--- src/rtl/keyed_watchdog_pkg.sv ---
package keyed_watchdog_pkg;
  localparam int CNT_W      = 8;
  localparam int BUS_W      = 16;
  localparam int CKS_W      = 3;
  localparam int BASE_SHIFT = 5;                       // code 0 -> 1/32
  localparam int NSEL       = 1 << CKS_W;
  localparam int PRE_W      = BASE_SHIFT + NSEL - 1;   // widest divider
  localparam logic [7:0] KEY_CNT = 8'h5A;
  localparam logic [7:0] KEY_CTL = 8'hA5;
  localparam int EN_BIT     = 7;
  localparam int FLAG_BIT   = 5;

  typedef struct packed {
    logic             run;
    logic             load;
    logic [CNT_W-1:0] loadVal;
    logic [CKS_W-1:0] cks;
  } strobe_t;
endpackage

--- src/rtl/keyed_watchdog_ctrl.sv ---
module keyed_watchdog_ctrl
  import keyed_watchdog_pkg::*;
(
  input  logic             clk,
  input  logic             rstN,
  input  logic             wrEn,
  input  logic             wrSel,
  input  logic [BUS_W-1:0] wrData,
  input  logic             wrapEvent,
  output strobe_t          strobes,
  output logic [CNT_W-1:0] ctrlVal,
  output logic             reqPulse
);
  logic             enReg;
  logic             flagReg;
  logic [CKS_W-1:0] cksReg;
  logic             cntKeyOk;
  logic             ctlKeyOk;
  logic [7:0]       keyByte;
  logic [CNT_W-1:0] valByte;

  assign keyByte  = wrData[BUS_W-1:CNT_W];
  assign valByte  = wrData[CNT_W-1:0];
  assign cntKeyOk = wrEn && !wrSel && (keyByte == KEY_CNT);
  assign ctlKeyOk = wrEn &&  wrSel && (keyByte == KEY_CTL);

  always_ff @(posedge clk or negedge rstN) begin
    if (!rstN) begin
      enReg    <= 1'b0;
      flagReg  <= 1'b0;
      cksReg   <= '0;
      reqPulse <= 1'b0;
    end else begin
      reqPulse <= wrapEvent;
      if (ctlKeyOk) begin
        enReg   <= valByte[EN_BIT];
        cksReg  <= valByte[CKS_W-1:0];
        flagReg <= valByte[FLAG_BIT] | wrapEvent;   // overflow wins over clear
      end else if (wrapEvent) begin
        flagReg <= 1'b1;
      end
    end
  end

  always_comb begin
    strobes.run     = enReg;
    strobes.load    = cntKeyOk;
    strobes.loadVal = valByte;
    strobes.cks     = cksReg;
    ctrlVal                 = '0;
    ctrlVal[EN_BIT]         = enReg;
    ctrlVal[FLAG_BIT]       = flagReg;
    ctrlVal[CKS_W-1:0]      = cksReg;
  end
endmodule

--- src/rtl/keyed_watchdog_dp.sv ---
module keyed_watchdog_dp
  import keyed_watchdog_pkg::*;
(
  input  logic             clk,
  input  logic             rstN,
  input  strobe_t          strobes,
  output logic [CNT_W-1:0] cntVal,
  output logic             wrapEvent
);
  logic [PRE_W-1:0] presc;
  logic [PRE_W-1:0] limits [NSEL];
  logic             tick;

  for (genvar g = 0; g < NSEL; g++) begin : g_limit
    assign limits[g] = PRE_W'((1 << (BASE_SHIFT + g)) - 1);
  end

  assign tick      = strobes.run && (presc >= limits[strobes.cks]);
  assign wrapEvent = tick && !strobes.load && (cntVal == {CNT_W{1'b1}});

  always_ff @(posedge clk or negedge rstN) begin
    if (!rstN) begin
      presc  <= '0;
      cntVal <= '0;
    end else begin
      if (strobes.load)     presc <= '0;
      else if (tick)        presc <= '0;
      else if (strobes.run) presc <= presc + 1'b1;

      if (strobes.load)     cntVal <= strobes.loadVal;
      else if (tick)        cntVal <= cntVal + 1'b1;
    end
  end
endmodule

--- src/rtl/keyed_watchdog.sv ---
module keyed_watchdog
  import keyed_watchdog_pkg::*;
(
  input  logic        clk,
  input  logic        rstN,
  input  logic        wrEn,
  input  logic        wrSel,
  input  logic [15:0] wrData,
  input  logic        rdSel,
  output logic [7:0]  rdData,
  output logic        reqPulse
);
  strobe_t          strobes;
  logic [CNT_W-1:0] cntVal;
  logic [CNT_W-1:0] ctrlVal;
  logic             wrapEvent;

  keyed_watchdog_ctrl u_ctrl (
    .clk(clk), .rstN(rstN), .wrEn(wrEn), .wrSel(wrSel), .wrData(wrData),
    .wrapEvent(wrapEvent), .strobes(strobes), .ctrlVal(ctrlVal),
    .reqPulse(reqPulse)
  );

  keyed_watchdog_dp u_dp (
    .clk(clk), .rstN(rstN), .strobes(strobes), .cntVal(cntVal),
    .wrapEvent(wrapEvent)
  );

  assign rdData = rdSel ? ctrlVal : cntVal;
endmodule

--- config.mk ---
export PLATFORM = sky130hd
export DESIGN_NAME = keyed_watchdog
export DESIGN_NICKNAME = d
export VERILOG_FILES = /design/src/rtl/keyed_watchdog_pkg.sv /design/src/rtl/keyed_watchdog_ctrl.sv /design/src/rtl/keyed_watchdog_dp.sv /design/src/rtl/keyed_watchdog.sv
export SDC_FILE = /design/constraint.sdc
export NUM_CORES = 1
export LEC_CHECK = 0
export ABC_AREA = 1
export BUFFER_PORTS_ARGS = -buffer_cell sky130_fd_sc_hd__buf_2
export CORE_UTILIZATION = 30
export DETAILED_ROUTE_END_ITERATION = 8
export PLACE_DENSITY = 0.59
export SKIP_LAST_GASP = 1
export SLEW_MARGIN = 30
export SYNTH_ARGS = -nofsm -noshare
export SYNTH_HDL_FRONTEND = slang
export SYNTH_SLANG_ARGS = --single-unit
--- constraint.sdc ---
create_clock -name clk -period 4 [get_ports clk]
set_input_delay 0.2 -clock clk [delete_from_list [all_inputs] [get_ports clk]]
set_output_delay 0.2 -clock clk [all_outputs]
set_load 0.005 [all_outputs]
* Yosys cells after proc, flatten, opt, wreduce, memory -nomap -nowiden
Memories as Yosys holds them, arrays and structs flattened.
Cells that the tools add are included.
** Storage, ports and cells
- Flip-flop bits (word level) :: 26
- Bits in read-only memories :: 96
- Input port bits :: 21
- Output and inout bits :: 9
- Memories :: 1
** Memories
- (name not given) :: depth 8, bits a word 12, read ports 1, clocked after memory_dff 0, wr ports 0, line keyed_watchdog_dp.sv:18 : assign tick = strobes.run && (presc >= limits[strobes.cks]);
** Cells by class
- Add/sub/neg operators :: 2
- $lt $le $gt $ge :: 2
- Equal/unequal tests :: 3
- Muxes and demuxes :: 10
- Bitwise gates (word level) :: 2
- Reduce and logical (&&, ||, !) cells :: 12
** Operator list (number)
- $mux W12 :: 5
- $mux W8 :: 3
- $eq A8 B8 Y1 const B :: 2
- $add A12 B1 Y12 const B :: 1
- $ge A12 B12 Y1 :: 1
- $add A8 B1 Y8 const B :: 1
- $eq A8 B7 Y1 const B :: 1
- $logic_and A1 B1 Y1 :: 7
- $ge A4 B4 Y1 const B :: 1
- $not A3 Y4 :: 1
- $reduce_bool A2 Y1 :: 2
- $reduce_bool A3 Y1 :: 1
- $logic_not A1 Y1 :: 2
- $mux W1 :: 2
- $or A1 B1 Y1 :: 1

* Longest topological paths before layout
- Word-level depth :: 10
- Mapped depth :: 12
- Gate-level depth less buffers :: 10

* Hierarchy
Synthesis repeated with hierarchy kept, for this count alone.
** Unflattened totals
- Cell total of the unflattened synthesis :: 280
- Area total of the unflattened synthesis :: 1964.4 µm²
** By module, submodules not included
- keyed_watchdog_dp :: instances 1, cells an instance 189, area an instance 1390.1 µm²
- keyed_watchdog_ctrl :: instances 1, cells an instance 65, area an instance 469.2 µm²
- keyed_watchdog :: instances 1, cells an instance 26, area an instance 105.1 µm²

* Least setup slack after synthesis
OpenSTA, ideal clock, no wires.
- Kind :: reg-to-reg
- Start point :: register u_ctrl.cksReg[1]
- End point :: register u_dp.cntVal[0]
- Library setup time :: 0.117 ns
- Arrival time :: 1.658 ns
- Required time :: 3.883 ns
- Slack :: 2.225 ns
- Cell stages (with the launch flop) :: 13
- Clock period less this slack :: 1.775 ns
- Cells stage by stage :: dfrtp_1 clkbuf_1 nand3_1 ha_1 nand2_1 inv_1 a21oi_1 nand3_1 nand2_2 nand2_2 buf_6 nand2_1 nand2_1
** Between the ends
- Word-level cells in the longest chain between the ends :: 7
** RTL lines
- start, declared :: line keyed_watchdog_ctrl.sv:16 : logic [CKS_W-1:0] cksReg;
- start signal, assigned :: line keyed_watchdog_ctrl.sv:37 : cksReg <= valByte[CKS_W-1:0];
- $not A3 Y4 (not written as such) :: line keyed_watchdog_dp.sv:18
- $mem_v2 Z8 W12
- $mux W12 (not written as such) (2 in series) :: line keyed_watchdog_dp.sv:18
- $ge A12 B12 Y1 :: line keyed_watchdog_dp.sv:18
- $logic_and A1 B1 Y1 :: line keyed_watchdog_dp.sv:18
- $reduce_bool A2 Y1 (no source line)
- end signal, assigned :: line keyed_watchdog_dp.sv:30 : if (strobes.load) cntVal <= strobes.loadVal;
- end signal, assigned :: line keyed_watchdog_dp.sv:31 : else if (tick) cntVal <= cntVal + 1'b1;
- end, declared :: line keyed_watchdog_dp.sv:7 : output logic [CNT_W-1:0] cntVal,
No other way between the ends. The select of a mux whose other input is x is not followed.
A chain may end at the register's enable or synchronous reset.

* Worst setup path after layout
- Start point :: register u_ctrl.cksReg[1]
- End point :: register u_dp.cntVal[7]
The elaborated chain is that of the path after synthesis.

==> flow_summary.ini <==
[run_status]
status = finished, final reports clean

[synthesis]
synth_area_per_cell_um2 = 6.67
ys_seq_elements = 26
synth-simple-area-share_pct = 41.7
synth_cells = 293
synth-xor-area-share_pct = 2.69
synth_compound_area_share_pct = 4.61
synth_top_family_by_area = simple AND/OR/NAND/NOR gates
syn_nets = 323
ys_seq_area_share_pct = 33.3
ys_types = 24
synthesis.area_um2 = 1950
synthMuxAreaShare_pct = 0.576
yosys_warnings = 0
synthAdderAreaFrac_pct = 5.76

[finish]
fill_cells = 697
stdcell_count = 395
mostFrequentLayoutCell = nand2_1
diodes = 0
syn2layout_area_growth_pct = 13.4
drive_gt1_share_pct = 13.2
final_cell_mix = nand2_1 (94), inv_1 (43), nand3_1 (31), nor2_1 (30), buf_2 (29)
fin_nets = 349

[setup_path]
arrival_ps = 2210
r2r_slack_ps = 1980
critical-path-max-stage-delay_ps = 480
crit_path_frequent_cell = nand2_1
worst_setup_path_end_kind = register
worst_path_max_delay_cell = dfrtp_1
worstSetupStartpointType = register
cp.required_ps = 4180
path_cells = nand3_1 -> ha_1 -> nand2_1 -> inv_1 -> a21oi_1 -> nand3_1 -> nand2_2 -> nand2_2 -> nand2_1 -> nand2_1
cp_num_buf_inv = 1
critPathTopFamily = simple AND/OR/NAND/NOR gates
crit_type = register to register
path_max_fanout = 15

[floorplanning]
die_w_um = 82.7
die_area_um2 = 6840
ios = 30
num_rows = 29
initial_core_util_pct = 31.0
die_y_um = 82.7
core-area_um2 = 6310

[clock_tree]
cts-htree-levels = 1
cts_sinks = 26
cts_made_buffers = 3
clkTransAtPathRegs_ps = 100
cts.path.max_buffers = 2
ctsResizeCount = 0
hold_buffers = 1
root_buffer = clkbuf_8
post_cts_buffers = 0
tritoncts = built
clk_latency_ps = 280

[flow_run]
drv_cap = 0

[routing]
num_vias = 1864
dr.pass1.iters = 4
wl_mm = 4.60
drcViolationCount = 0
antenna_left = 0
dr.first_iter.drc_count = 97
viasPerCell = 4.72
routedWlPerCell_um = 11.7

[sta]
hold_viol_final = 0
setup_violations = 0
fin_setup_tns_ps = 0
finalCritPeriodShare_pct = 50.6
rsz0062_at_grt = no
fmax_mhz = 494
drv_slew = 0
min_period_ps = 2020
tightest_slew_ps = 633
skew_ps = 3.74
slew_headroom_pct = 57.8

[grt]
busiest_layer = met2
grt_max_degree = 34
grt_use_met1_pct = 20.4
grt_pass1_vias = 1644
grt_pass1_wl_mm = 7.60
antenna_found_initial = 0
grtUsageMet2_pct = 23.3
grt_usage_pct = 14.9
overflow = 0
grt_util_met3_pct = 1.76

[power]
power_density_nw_per_um2 = 375
max-vdd-ir-drop_v = 0.000151
p_leak_nw = 1.25

[placed_design]
routabilityCongestion = 0.762
hpwl_mm = 3.41
dp.cells = 390
io_buffers = 29

[worst_hold_path]
min-delay-path-class = input pin to register
[report_power, final]
| part | switching, mW | internal [mW] |
|---|---|---|
| logic | 0.147 | 0.0962 |
| registers | 0.0535 | 0.305 |
| clock network | 0.0955 | 0.134 |
| total | 0.296 | 0.535 |
[cells by family (layout without fill, tap and decap cells)]
logic type	after synthesis	count (layout)
flip-flops	26	26
AO/OA/AOI/OAI	18	18
AND/OR/NAND/NOR	181	181
multiplexers	1	1
buffers and inverters	52	77
XOR/XNOR	6	6
adder cells (fa/ha/maj)	9	9
[worst reg2reg max path, cell delays in order (launching register included)]
cell and delay (ps):
dfrtp_1 480, nand3_1 110, ha_1 290, nand2_1 90, inv_1 40, a21oi_1 170, nand3_1 120, nand2_2 190
nand2_2 240, nand2_1 140, nand2_1 50
[sequential cells by signal, summed over array words and instances (netlist names)]
register	count
u_ctrl.cksReg	3
u_ctrl.enReg	1
u_ctrl.flagReg	1
u_ctrl.reqPulse	1
u_dp.cntVal	8
u_dp.presc	12
[worst paths after layout]
path / cells past startpoint / end / from
min: 3 / u_ctrl.flagReg / wrData[5]
max: 10 / u_dp.cntVal[7] / u_ctrl.cksReg[1]
min in group asynchronous: 2 / u_ctrl.enReg / rstN
max reg2reg: 10 / u_dp.cntVal[7] / u_ctrl.cksReg[1]
min reg2reg: 2 / u_dp.cntVal[3] / u_dp.cntVal[3]
max in group asynchronous: 2 / u_dp.presc[9] / rstN
[cells in the mapped netlist]
cell      count  share of area (%)
o21ai_0      13                3.3
nand3_2       1               0.51
nor2_1       30                5.8
clkbuf_1      3               0.58
xnor2_1       2               0.90
nand3_1      31                7.9
xor2_1        4                1.8
nand2_2       2               0.64
nor4_1        1               0.32
nor2_4        1               0.58
nand4_1      12                3.8
nor3_4        1               0.83
nor3_2        1               0.51
nand3_4       1               0.90
nand2_1      94                 18
a21oi_1       5                1.3
nor3_1        5                1.3
buf_2         3               0.77
ha_1          9                5.8
inv_1        43                8.3
dfrtp_1      26                 33
buf_6         3                1.7
nand2_4       1               0.58
mux2_2        1               0.58
[cell type report]
cell class | count | area [µm²] | share of cell area [%]
multi-input combinational | 215 | 1080 | 48.8
sequential | 26 | 651 | 29.3
inverter | 43 | 161 | 7.28
timing repair buffer | 30 | 155 | 7.00
tap | 77 | 96.3 | 4.35
clock buffer | 3 | 41.3 | 1.86
clock inverter | 1 | 30.0 | 1.35
[per-layer routing]
metal	wire, µm	part of all wire [%]
met5	0	0
met2	2040	44
met1	2260	49
met4	91	2.0
met3	217	4.7
[stage by stage]
stage	power, mW	utilization [%]	cell area (µm²)	setup WS, ps	hold slack (ps)
finish	0.831	35.1	2220	1980	174
global route	0.892	35.1	2220	1730	202
detailed placement	0.609	33.8	2140	1970	255
CTS	0.835	35.1	2220	1950	183
floorplan	0.534	-	1950	2220	-95.6
global placement	0.601	33.8	2140	2020	248
No activity file was read; power rests on OpenSTA's default activity.
